## src/rtl/lvds_fmt_pkg.sv

```systemverilog
package lvds_fmt_pkg;
    localparam int COLOR_W    = 8;
    localparam int SLOTS      = 7;
    localparam int DATA_LANES = 4;
    localparam int CHANNELS   = 2;
    // Forwarded-clock word, sent highest bit first: slots 0..6 = 1100011
    localparam logic [SLOTS-1:0] CLK_PATTERN = 7'b1100011;
endpackage

```

## src/rtl/slot_sequencer.sv

```systemverilog
module slot_sequencer #(
    parameter int SLOTS = lvds_fmt_pkg::SLOTS
) (
    input  logic                       clk_i,
    input  logic                       rst_ni,
    output logic                       load_o,
    output logic [$clog2(SLOTS)-1:0]   slot_o
);
    localparam int SLOT_W = $clog2(SLOTS);
    localparam logic [SLOT_W-1:0] LAST = SLOT_W'(SLOTS - 1);

    typedef struct packed {
        logic [SLOT_W-1:0] slot;
    } seq_t;

    seq_t st_d, st_q;

    always_comb begin
        st_d = st_q;
        if (st_q.slot == LAST) begin
            st_d.slot = '0;
        end else begin
            st_d.slot = st_q.slot + 1'b1;
        end
    end

    always_ff @(posedge clk_i or negedge rst_ni) begin
        if (!rst_ni) begin
            st_q <= '{slot: LAST};
        end else begin
            st_q <= st_d;
        end
    end

    assign load_o = (st_q.slot == LAST);
    assign slot_o = st_q.slot;

    AST_SLOT_STEP: assert property (@(posedge clk_i) disable iff (!rst_ni)
        ($past(rst_ni) && st_q.slot != '0) |-> (st_q.slot == $past(st_q.slot) + 1'b1));
    AST_SLOT_RANGE: assert property (@(posedge clk_i) disable iff (!rst_ni)
        (st_q.slot <= LAST));
endmodule

```

## src/rtl/pixel_lane_mapper.sv

```systemverilog
module pixel_lane_mapper #(
    parameter int COLOR_W    = lvds_fmt_pkg::COLOR_W,
    parameter int SLOTS      = lvds_fmt_pkg::SLOTS,
    parameter int DATA_LANES = lvds_fmt_pkg::DATA_LANES
) (
    input  logic [COLOR_W-1:0]                  red_i,
    input  logic [COLOR_W-1:0]                  grn_i,
    input  logic [COLOR_W-1:0]                  blu_i,
    input  logic                                de_i,
    output logic [DATA_LANES-1:0][SLOTS-1:0]    word_o
);
    // Six low colour bits per primary go to lanes 0..2; the two top bits to lane 3
    localparam int LOW_W = COLOR_W - 2;
    localparam int TOP   = SLOTS - 1;

    logic [COLOR_W-1:0] red_v, grn_v, blu_v;

    always_comb begin
        red_v = de_i ? red_i : '0;
        grn_v = de_i ? grn_i : '0;
        blu_v = de_i ? blu_i : '0;

        word_o = '0;
        // lane 0: red low six, green bit 0 on top
        word_o[0][LOW_W-1:0]   = red_v[LOW_W-1:0];
        word_o[0][TOP]         = grn_v[0];
        // lane 1: green 1..5, blue 0 and 1 on top
        word_o[1][LOW_W-2:0]   = grn_v[LOW_W-1:1];
        word_o[1][TOP-1]       = blu_v[0];
        word_o[1][TOP]         = blu_v[1];
        // lane 2: blue 2..5, two spare zeros, enable flag on top
        word_o[2][LOW_W-3:0]   = blu_v[LOW_W-1:2];
        word_o[2][TOP]         = de_i;
        // lane 3: top pairs of red, green, blue; top position spare
        word_o[3][1:0]         = red_v[COLOR_W-1:LOW_W];
        word_o[3][3:2]         = grn_v[COLOR_W-1:LOW_W];
        word_o[3][5:4]         = blu_v[COLOR_W-1:LOW_W];
    end
endmodule

```

## src/rtl/lane_serializer.sv

```systemverilog
module lane_serializer #(
    parameter int LANES = lvds_fmt_pkg::DATA_LANES + 1,
    parameter int SLOTS = lvds_fmt_pkg::SLOTS
) (
    input  logic                          clk_i,
    input  logic                          rst_ni,
    input  logic                          load_i,
    input  logic [LANES-1:0][SLOTS-1:0]   word_i,
    output logic [LANES-1:0]              bit_o
);
    typedef struct packed {
        logic [LANES-1:0][SLOTS-1:0] sh;
    } ser_t;

    ser_t st_d, st_q;

    always_comb begin
        st_d = st_q;
        if (load_i) begin
            st_d.sh = word_i;
        end else begin
            for (int l = 0; l < LANES; l++) begin
                st_d.sh[l] = {st_q.sh[l][SLOTS-2:0], 1'b0};
            end
        end
    end

    always_ff @(posedge clk_i or negedge rst_ni) begin
        if (!rst_ni) begin
            st_q <= '0;
        end else begin
            st_q <= st_d;
        end
    end

    for (genvar l = 0; l < LANES; l++) begin : g_out
        assign bit_o[l] = st_q.sh[l][SLOTS-1];
    end
endmodule

```

## src/rtl/lvds_pair_formatter.sv

```systemverilog
module lvds_pair_formatter #(
    parameter int COLOR_W    = lvds_fmt_pkg::COLOR_W,
    parameter int SLOTS      = lvds_fmt_pkg::SLOTS,
    parameter int DATA_LANES = lvds_fmt_pkg::DATA_LANES,
    parameter int CHANNELS   = lvds_fmt_pkg::CHANNELS
) (
    input  logic                   bit_clk_i,
    input  logic                   rst_ni,
    input  logic                   de_i,
    input  logic [COLOR_W-1:0]     odd_red_i,
    input  logic [COLOR_W-1:0]     odd_grn_i,
    input  logic [COLOR_W-1:0]     odd_blu_i,
    input  logic [COLOR_W-1:0]     evn_red_i,
    input  logic [COLOR_W-1:0]     evn_grn_i,
    input  logic [COLOR_W-1:0]     evn_blu_i,
    output logic [DATA_LANES-1:0]  odd_lane_o,
    output logic                   odd_fclk_o,
    output logic [DATA_LANES-1:0]  evn_lane_o,
    output logic                   evn_fclk_o
);
    localparam int SLOT_W    = $clog2(SLOTS);
    localparam int ALL_LANES = DATA_LANES + 1;
    localparam logic [SLOT_W-1:0] LAST = SLOT_W'(SLOTS - 1);

    logic                                            load_w;
    logic [SLOT_W-1:0]                               slot_w;
    logic [COLOR_W-1:0]                              red_a [CHANNELS];
    logic [COLOR_W-1:0]                              grn_a [CHANNELS];
    logic [COLOR_W-1:0]                              blu_a [CHANNELS];
    logic [CHANNELS-1:0][DATA_LANES-1:0][SLOTS-1:0]  data_w;
    logic [CHANNELS-1:0][ALL_LANES-1:0][SLOTS-1:0]   full_w;
    logic [CHANNELS-1:0][ALL_LANES-1:0]              ser_bits;

    assign red_a[0] = odd_red_i;
    assign grn_a[0] = odd_grn_i;
    assign blu_a[0] = odd_blu_i;
    assign red_a[1] = evn_red_i;
    assign grn_a[1] = evn_grn_i;
    assign blu_a[1] = evn_blu_i;

    slot_sequencer #(.SLOTS(SLOTS)) seq_i (
        .clk_i  (bit_clk_i),
        .rst_ni (rst_ni),
        .load_o (load_w),
        .slot_o (slot_w)
    );

    for (genvar ch = 0; ch < CHANNELS; ch++) begin : g_chan
        pixel_lane_mapper #(
            .COLOR_W    (COLOR_W),
            .SLOTS      (SLOTS),
            .DATA_LANES (DATA_LANES)
        ) map_i (
            .red_i  (red_a[ch]),
            .grn_i  (grn_a[ch]),
            .blu_i  (blu_a[ch]),
            .de_i   (de_i),
            .word_o (data_w[ch])
        );

        // clock lane rides as the extra top lane of each channel's shifter
        assign full_w[ch] = {lvds_fmt_pkg::CLK_PATTERN, data_w[ch]};

        lane_serializer #(
            .LANES (ALL_LANES),
            .SLOTS (SLOTS)
        ) ser_i (
            .clk_i  (bit_clk_i),
            .rst_ni (rst_ni),
            .load_i (load_w),
            .word_i (full_w[ch]),
            .bit_o  (ser_bits[ch])
        );
    end

    assign odd_lane_o = ser_bits[0][DATA_LANES-1:0];
    assign odd_fclk_o = ser_bits[0][DATA_LANES];
    assign evn_lane_o = ser_bits[1][DATA_LANES-1:0];
    assign evn_fclk_o = ser_bits[1][DATA_LANES];

    AST_RESET_QUIET: assert property (@(posedge bit_clk_i)
        (!rst_ni) |-> (odd_lane_o == '0 && evn_lane_o == '0 && !odd_fclk_o && !evn_fclk_o));
    AST_FCLK_SLOT: assert property (@(posedge bit_clk_i) disable iff (!rst_ni)
        $past(rst_ni) |-> (odd_fclk_o == lvds_fmt_pkg::CLK_PATTERN[LAST - slot_w]));
    AST_FCLK_PAIR: assert property (@(posedge bit_clk_i) disable iff (!rst_ni)
        (odd_fclk_o == evn_fclk_o));
    AST_LANE2_SPARE: assert property (@(posedge bit_clk_i) disable iff (!rst_ni)
        (slot_w == SLOT_W'(1) || slot_w == SLOT_W'(2)) |-> (!odd_lane_o[2] && !evn_lane_o[2]));
    AST_LANE3_SPARE: assert property (@(posedge bit_clk_i) disable iff (!rst_ni)
        ($past(rst_ni) && slot_w == '0) |-> (!odd_lane_o[3] && !evn_lane_o[3]));
    AST_BLANK_WORD: assert property (@(posedge bit_clk_i) disable iff (!rst_ni)
        (load_w && !de_i) |=> (odd_lane_o == '0 && evn_lane_o == '0));
endmodule

```

## config.mk

```make
export PLATFORM = sky130hd
export DESIGN_NAME = lvds_pair_formatter
export DESIGN_NICKNAME = d
export VERILOG_FILES = /design/src/rtl/lvds_fmt_pkg.sv /design/src/rtl/slot_sequencer.sv /design/src/rtl/pixel_lane_mapper.sv /design/src/rtl/lane_serializer.sv /design/src/rtl/lvds_pair_formatter.sv
export SDC_FILE = /design/constraint.sdc
export NUM_CORES = 1
export LEC_CHECK = 0
export ABC_AREA = 1
export BUFFER_PORTS_ARGS = -buffer_cell sky130_fd_sc_hd__buf_4
export CAP_MARGIN = 15
export CORE_ASPECT_RATIO = 1.2
export CORE_UTILIZATION = 52
export DETAILED_ROUTE_END_ITERATION = 8
export GPL_TIMING_DRIVEN = 0
export PLACE_DENSITY = 0.81
export SKIP_CTS_REPAIR_TIMING = 1
export SYNTH_ARGS = -nofsm -noshare
export SYNTH_HDL_FRONTEND = slang
export SYNTH_SLANG_ARGS = --single-unit
```

## constraint.sdc

```tcl
create_clock -name bit_clk_i -period 1.3 [get_ports bit_clk_i]
set_input_delay 0.065 -clock bit_clk_i [delete_from_list [all_inputs] [get_ports bit_clk_i]]
set_output_delay 0.065 -clock bit_clk_i [all_outputs]
set_load 0.1 [all_outputs]
```

## After elaboration in Yosys (flattened, before gate mapping)

Cells that the tools add are included.

| word-level totals | value |
|---|---|
| flip-flop bits (word level) | 73 |
| input port bits | 51 |
| logic and storage cells | 22 |

| operators by class | value |
|---|---|
| add/sub/neg operators | 1 |
| equal/unequal tests | 1 |
| muxes and demuxes | 9 |

Operators with widths:

| kind | count |
|---|---|
| $mux 35 | 2 |
| $mux 8 | 6 |
| $add 3x1->3 const B | 1 |
| $eq 3x3->1 const B | 1 |
| $mux 3 | 1 |

## Longest topological paths before layout

Gate-level depths: netlist of run 1.

| logic depth | value |
|---|---|
| depth in word-level cells | 2 |
| mapped depth | 6 |
| mapped depth without buffers | 4 |

## By module

A second synthesis of run 1 with hierarchy kept.

| unflattened totals | value |
|---|---|
| cell total of the unflattened synthesis | 423 |
| area total of the unflattened synthesis | 3,399.5 um^2 |

By module, submodules not included:

| module | instances | cells an instance | area an instance (um^2) |
|---|---|---|---|
| lane_serializer | 2 | 148 | 1,393.8 |
| pixel_lane_mapper | 2 | 55 | 236.5 |
| slot_sequencer | 1 | 15 | 131.4 |
| lvds_pair_formatter | 1 | 2 | 7.5 |

## Worst setup path before layout of run 1

OpenSTA, ideal clock, no wires.

| path | value |
|---|---|
| path kind | reg2out |
| start point | register g_chan[0].ser_i.st_q (netlist bit g_chan[0].ser_i.bit_o[4]) |
| end point | output port odd_fclk_o |
| data arrival time | 1.324 ns |
| required time | 1.235 ns |
| setup slack | -0.089 ns |
| cell stages (with the launch flop) | 2 |
| path buffers | 1 |
| path through | dfrtp_1 > buf_4 |

RTL lines:

| item | line | text |
|---|---|---|
| start: declaration | lane_serializer.sv:15 | `ser_t st_d, st_q;` |
| start signal: assignment | lane_serializer.sv:32 | `st_q <= st_d;` |
| end: declaration | lvds_pair_formatter.sv:17 | `output logic odd_fclk_o,` |

No word-level cell between the ends.

==> results.toml, run 1 <==
[sta]
period_needed_ps = 1300
slew_viol_final = 0
fin_hold_ws_ps = -2.12
max_freq_mhz = 771
clock_skew_ps = 10.3
finalSetupTns_ps = 0
rsz0062_at_grt = "true"
fin_crit_sh = 0.998
slew-limit-headroom = 0.450
worst_slew_pin_slew_ps = 825
setup_violations = 0
finalHoldViolations = 1

[die]
core_sq_mm = 0.00526
dieArea_sq_mm = 0.00572
row_count = 29
ios = 61
initial_core_util = 0.536
chipWidth_um = 69.2
die_h_um = 82.7

[worst_setup_path]
path_class = "reg2reg"
cp_num_buf_inv = 2
start_kind = "flip-flop"
worstRegToRegCells = 5
critical_path.top_delay_family = "flip-flops"
critPathMaxFanout = 10
worstPathCellList = "buf_12 -> nand3_4 -> buf_4 -> nand2_1 -> nand2_1"
crit_arrival_ps = 1530
cp_common_cell = "nand2_1"
critPathRequiredTime_ps = 1530
worst-path-stages = 5
crit_path_top_delay_cell = "dfstp_2"
end_kind = "flip-flop"
slowest_delay_ps = 590

[logic_synthesis]
syn_inst = 347
ys.flop_type = "dfrtp_1"
synth_seq_cells = 66
synth.top_cells.by_area = "dfrtp_1, nand2_1, inv_1, buf_4, nor2_1"
synthArstFlopShare = 1.00
synthesis.nets = 398
synthTopCellsByCount = "nand2_1, dfrtp_1, inv_1, nor2_1, buf_4"
synth_most_common_cell = "nand2_1"
synth.distinct_cells = 15
ys_seq_area_frac = 0.587
ys.warnings.count = 0
synth_top_cell_area_share = 0.568
syn_area_sq_mm = 0.00282
synth_edf_count = 0
yosysTopAreaCell = "dfrtp_1"
avgSynthCellArea_sq_um = 8.12

[placement]
port_buffers = 59
dpl.cell_count = 468
hpwl_um = 3510
gp_congestion = 0.741

[cells_and_area]
fin_cells = 497
nets = 481
n_antenna_cell = 0
fillers = 420
utilization = 0.705
drive_gt1_frac = 0.241
area_growth_pct = 31.6

[status]
violations = "hold timing"
status = "finished, violations left"

[power]
switching_share = 0.228
p_seq_frac = 0.502
p_leak_nw = 2.28
switchingPower_mw = 0.977
p_int_mw = 3.31
clockPowerShare = 0.398
p_per_area_mw_per_mm2 = 1160
power_mw = 4.29
irDropWorstVdd_mv = 0.765
comb_power_share = 0.099

[run]
max-cap-violations = 0

[clocking]
cts_tree = "yes"
cts_buffers = 9
cts_htree_levels = 3
ctsLongestPathBuffers = 2
clock-sinks = 66
clockRootBuffer = "clkbuf_8"
clk_pin_slew_ps = 70
worstSkewPairLatency_ps = 340

[detailed_routing]
vias = 2246
ant_nets = 0
wirelength_um = 5680
first_pass_iters = 4
wl_per_cell_um = 11.4
drtIter0Drc = 117
via_per_inst = 4.52
drc_errors = 0

[grt]
antenna_found_initial = 0
grt_overflow = 0
grt_max_degree = 67
grt_pass1_vias = 2091
track_usage = 0.205
grt_pass1_wl_um = 8790

[worst_hold_path]
whs_path_depth = 5
min_path_type = "in2reg"
layer usage:
metal | GRT usage | share of wire | wire, um
met1 | 0.229 | 0.43 | 2440
met2 | 0.365 | 0.49 | 2780
met3 | 0.0461 | 0.052 | 293
met4 | 0.118 | 0.028 | 161
met5 | 0 | 0 | 0
cell type report:
| cell class | instances | area (sq um) | share of cell area |
|---|---|---|---|
| sequential | 66 | 1660 | 0.446 |
| multi-input combinational | 202 | 787 | 0.212 |
| timing repair buffer | 72 | 586 | 0.158 |
| inverter | 55 | 206 | 0.0556 |
| buffer | 24 | 200 | 0.0540 |
| clock buffer | 14 | 163 | 0.0438 |
| tap | 62 | 77.6 | 0.0209 |
| clock inverter | 2 | 35.0 | 0.00944 |
power by group through the flow:
| stage | Clock [mW] | Combinational [mW] | Sequential, mW |
|---|---|---|---|
| after global placement | 0 | 0.398 | 2.19 |
| after detailed placement | 0 | 0.405 | 2.19 |
| after CTS | 1.72 | 0.409 | 2.15 |
| final | 1.71 | 0.426 | 2.15 |
| after global routing | 1.81 | 0.475 | 2.16 |
| after floorplan | 0 | 0.212 | 2.18 |
placed cells by master (no fill, tap or decap):
cell | netlist | routed
buf_4 | 14 | 72
clkbuf_8 | 0 | 11
dlygate4sd3_1 | 0 | 9
o21ai_0 | 1 | 1
nand3_1 | 1 | 1
dfstp_2 | 2 | 2
clkbuf_1 | 1 | 4
buf_6 | 4 | 5
nand3_4 | 0 | 1
nor2_1 | 18 | 18
buf_2 | 5 | 5
buf_8 | 0 | 2
nand2_2 | 1 | 1
inv_1 | 55 | 55
dfrtp_2 | 0 | 1
dfrtp_1 | 64 | 63
bufinv_16 | 0 | 1
nor2_4 | 1 | 1
nand4_1 | 1 | 1
buf_12 | 0 | 2
nand2_1 | 178 | 178
clkinv_2 | 0 | 1
worst reg2reg max path: cells and delay by family, from the launching register on:
| kind | cells | cell delay, ps |
|---|---|---|
| buffers and inverters | 2 | 330 |
| and+or+nand+nor | 3 | 260 |
| DFF | 1 | 590 |
state kept, by name, indices dropped and copies added, names as in the netlist:
name and flops:
g_chan.ser_i.st_q 54, seq_i.slot_o 3, g_chan.ser_i.bit_o 9
kinds of logic after synthesis:
logic type,after synthesis,synth area share
buffers and inverters,79,0.137
flip-flops,66,0.587
AO/OA/AOI/OAI,1,0.00177
AND/OR/NAND/NOR,201,0.275
metrics by stage:
step | area, sq um | setup WS [ps]
detailed placement | 3340 | 15.7
CTS | 3540 | 5.27
finish | 3710 | 3.03
floorplan | 2820 | 170
global placement | 3340 | 54.0
global route | 3710 | -49.9
worst paths after layout:
check                                         start                        to  slack [ps]
min                                    evn_blu_i[1]  g_chan[1].ser_i.bit_o[1]          -2
max in group asynchronous                    rst_ni  g_chan[0].ser_i.bit_o[4]         340
min in group asynchronous                    rst_ni   g_chan[1].ser_i.st_q[4]         370
min reg2reg                g_chan[1].ser_i.st_q[28]  g_chan[0].ser_i.st_q[29]         440
max                                 seq_i.slot_o[1]  g_chan[0].ser_i.st_q[10]           3
max reg2reg                         seq_i.slot_o[1]  g_chan[0].ser_i.st_q[10]           3
Power figures use the tool's default switching activity.
==> run 2, diff against run 1 <==
--- a/config.mk
+++ b/config.mk
@@ -5,13 +5,14 @@
 export SDC_FILE = /design/constraint.sdc
 export NUM_CORES = 1
 export LEC_CHECK = 0
-export ABC_AREA = 1
+export ABC_AREA = 0
 export BUFFER_PORTS_ARGS = -buffer_cell sky130_fd_sc_hd__buf_4
 export CAP_MARGIN = 15
 export CORE_ASPECT_RATIO = 1.2
 export CORE_UTILIZATION = 52
 export DETAILED_ROUTE_END_ITERATION = 8
 export GPL_TIMING_DRIVEN = 0
+export HOLD_SLACK_MARGIN = 0.08
 export PLACE_DENSITY = 0.81
 export SKIP_CTS_REPAIR_TIMING = 1
 export SYNTH_ARGS = -nofsm -noshare
==> run 2 against run 1 <==
Net effect:
- the flow finishes with violations (setup timing)
- critical path depth is 2 lower
- highest routed layer unchanged
- flip-flop and latch count is the same
- design area is 10% higher
- worst setup slack worse by 100 ps
- global-route usage shrank 2.0 points
- clock power increased by 3%
- fmax down 7.3%
- area after synthesis shrank 3.1%
==> results.toml, run 2 <==
[clocking]
cts_tree = "yes"
worstSkewPairLatency_ps = 320
cts_htree_levels = 3
clock-sinks = 66
clk_pin_slew_ps = 70
ctsLongestPathBuffers = 2
cts_buffers = 9
clockRootBuffer = "clkbuf_8"

[cells_and_area]
area_growth_pct = 49.5
drive_gt1_frac = 0.284
nets = 412
n_antenna_cell = 0
final_common_cell = "buf_4"
largest_reg_flops = 54
final_cell_mix = "buf_4, dfrtp_1, dlygate4sd3_1"
regMostFlops = "g_chan.ser_i.st_q"

[logic_synthesis]
ys.flop_type = "dfrtp_1"
syn_inst = 237
synth.top_cells.by_area = "dfrtp_1, mux2i_1, inv_1, nand2_1, buf_4"
synth_seq_cells = 66
syn_area_sq_mm = 0.00273
synth_edf_count = 0
synthesis.nets = 288
synth_top_cell_area_share = 0.586
ys_seq_area_frac = 0.606
synthTopCellsByCount = "dfrtp_1, inv_1, mux2i_1, nand2_1"
avgSynthCellArea_sq_um = 11.5
ys.warnings.count = 0
yosysTopAreaCell = "dfrtp_1"
synth.distinct_cells = 17
synth_most_common_cell = "dfrtp_1"
synthArstFlopShare = 1.00

[sta]
fin_hold_ws_ps = 322
slew-limit-headroom = 0.464
fin_ws_ps = -98.7
slew_viol_final = 0
finalHoldViolations = 0
clock_skew_ps = 7.09
max_freq_mhz = 715
worst_slew_pin_slew_ps = 804
rsz0062_at_grt = "true"
period_needed_ps = 1400
fin_crit_sh = 1.08
setup_violations = 50

[detailed_routing]
first_pass_iters = 4
vias = 2005
drtIter0Drc = 68
wl_per_cell_um = 14.2
via_per_inst = 4.71
ant_nets = 0
wirelength_um = 6070
drc_errors = 0

[placement]
hpwl_um = 3150
port_buffers = 59
gp_congestion = 0.669

[worst_setup_path]
worstPathCellList = "and3b_2 -> buf_12 -> mux2_2"
crit_arrival_ps = 1610
r2r-start = "seq_i.slot_o[2]"
path_class = "reg2reg"
r2r_end = "g_chan[0].ser_i.bit_o[2]"
start_kind = "flip-flop"
critPathRequiredTime_ps = 1510
critPathLaunch = "seq_i.slot_o[2]"
crit_path_top_delay_cell = "dfstp_2"
critPathMaxFanout = 7
worstRegToRegCells = 3
end_kind = "flip-flop"
slowest_delay_ps = 550
rrSetupSlack_ps = -100

[grt]
grt_max_degree = 67
track_usage = 0.185
antenna_found_initial = 0
grt_overflow = 0
grt_pass1_vias = 1682
grt_pass1_wl_um = 7250

[worst_hold_path]
whs_path_depth = 4
worstHoldStart = "de_i"
min_to = "g_chan[0].ser_i.st_q[25]"
min_path_type = "in2reg"

[die]
core_sq_mm = 0.00501
initial_core_util = 0.545
chipWidth_um = 68.2
ios = 61
dieArea_sq_mm = 0.00555
row_count = 28
die_h_um = 81.4

[power]
power_mw = 4.43
irDropWorstVdd_mv = 1.09
p_per_area_mw_per_mm2 = 1090
p_leak_nw = 1.98

[status]
status = "finished, violations left"
violations = "setup timing"

[run]
max-cap-violations = 0
run 2: changes by cell type after synthesis, moves of 2 or more:
cell / previous run / this run
mux2_2: 0 / 2
nand2b_1: 0 / 2
clkbuf_1: 1 / 6
buf_2: 5 / 0
buf_8: 0 / 4
nor2b_1: 0 / 9
or2_1: 0 / 3
buf_4: 14 / 9
mux2i_1: 0 / 41
inv_1: 55 / 41
and3_1: 0 / 8
nand2_1: 178 / 40
nor2_1: 18 / 0
run 2: where the power goes:
part           internal (mW)  switching (mW)
sequential              2.13          0.0213
clock                   1.04           0.722
combinational          0.265           0.248
run 2: worst max path at each step:
stage | endpoint | slack, ps | cells past startpoint
2_1_floorplan | g_chan[0].ser_i.bit_o[2] | 5 | 3
3_3_place_gp | g_chan[0].ser_i.bit_o[0] | -30 | 4
3_5_place_dp | g_chan[0].ser_i.st_q[26] | -70 | 4
4_1_cts | g_chan[0].ser_i.st_q[26] | -90 | 4
5_1_grt | g_chan[0].ser_i.st_q[22] | -140 | 4
6_report | g_chan[0].ser_i.bit_o[2] | -100 | 3
run 2: kinds of logic (layout without fill, tap and decap cells):
kind of cell,after synthesis,count (layout),synth area share
DFF,66,66,0.606
and+or+nand+nor,63,63,0.109
buffers and inverters,63,192,0.124
muxes,43,43,0.158
AOI/OAI and AO/OA,2,2,0.00366
run 2: through the flow:
stage / TNS, ps / instance area (sq um) / util / std cells / worst slack [ps]
floorplan: 0 / 2730 / - / 237 / 4.80
global placement: -144 / 3250 / 0.649 / 356 / -30.8
detailed placement: -1120 / 3250 / 0.649 / 356 / -73.9
CTS: -1940 / 3460 / 0.690 / 372 / -90.6
global route: -4400 / 4080 / 0.815 / 426 / -140
finish: -2290 / 4080 / 0.815 / 426 / -98.7
run 2: layout make-up:
class                   instances  area (sq um)
plain buffers                  22           220
multi-input cells             108           764
flip-flops and latches         66          1660
fillers                       294           927
clock inverters                 2          35.0
inverters                      41           154
well taps                      60          75.1
repair buffers                113          1010
clock buffers                  14           173
run 2: routing by layer:
layer / wire [um] / up-vias / global-route usage
met2: 3390 / 49 / 0.310
met4: 85 / 0 / 0.0896
met3: 177 / 8 / 0.0393
met1: 2410 / 992 / 0.223
met5: 0 / - / 0
li1: - / 956 / -
run 2: critical path: cells and delay by family, from the launching register on:
family                 cells  cell delay [ps]
DFF                        1              550
muxes                      1              350
and+or+nand+nor            1              240
buffers and inverters      1              160
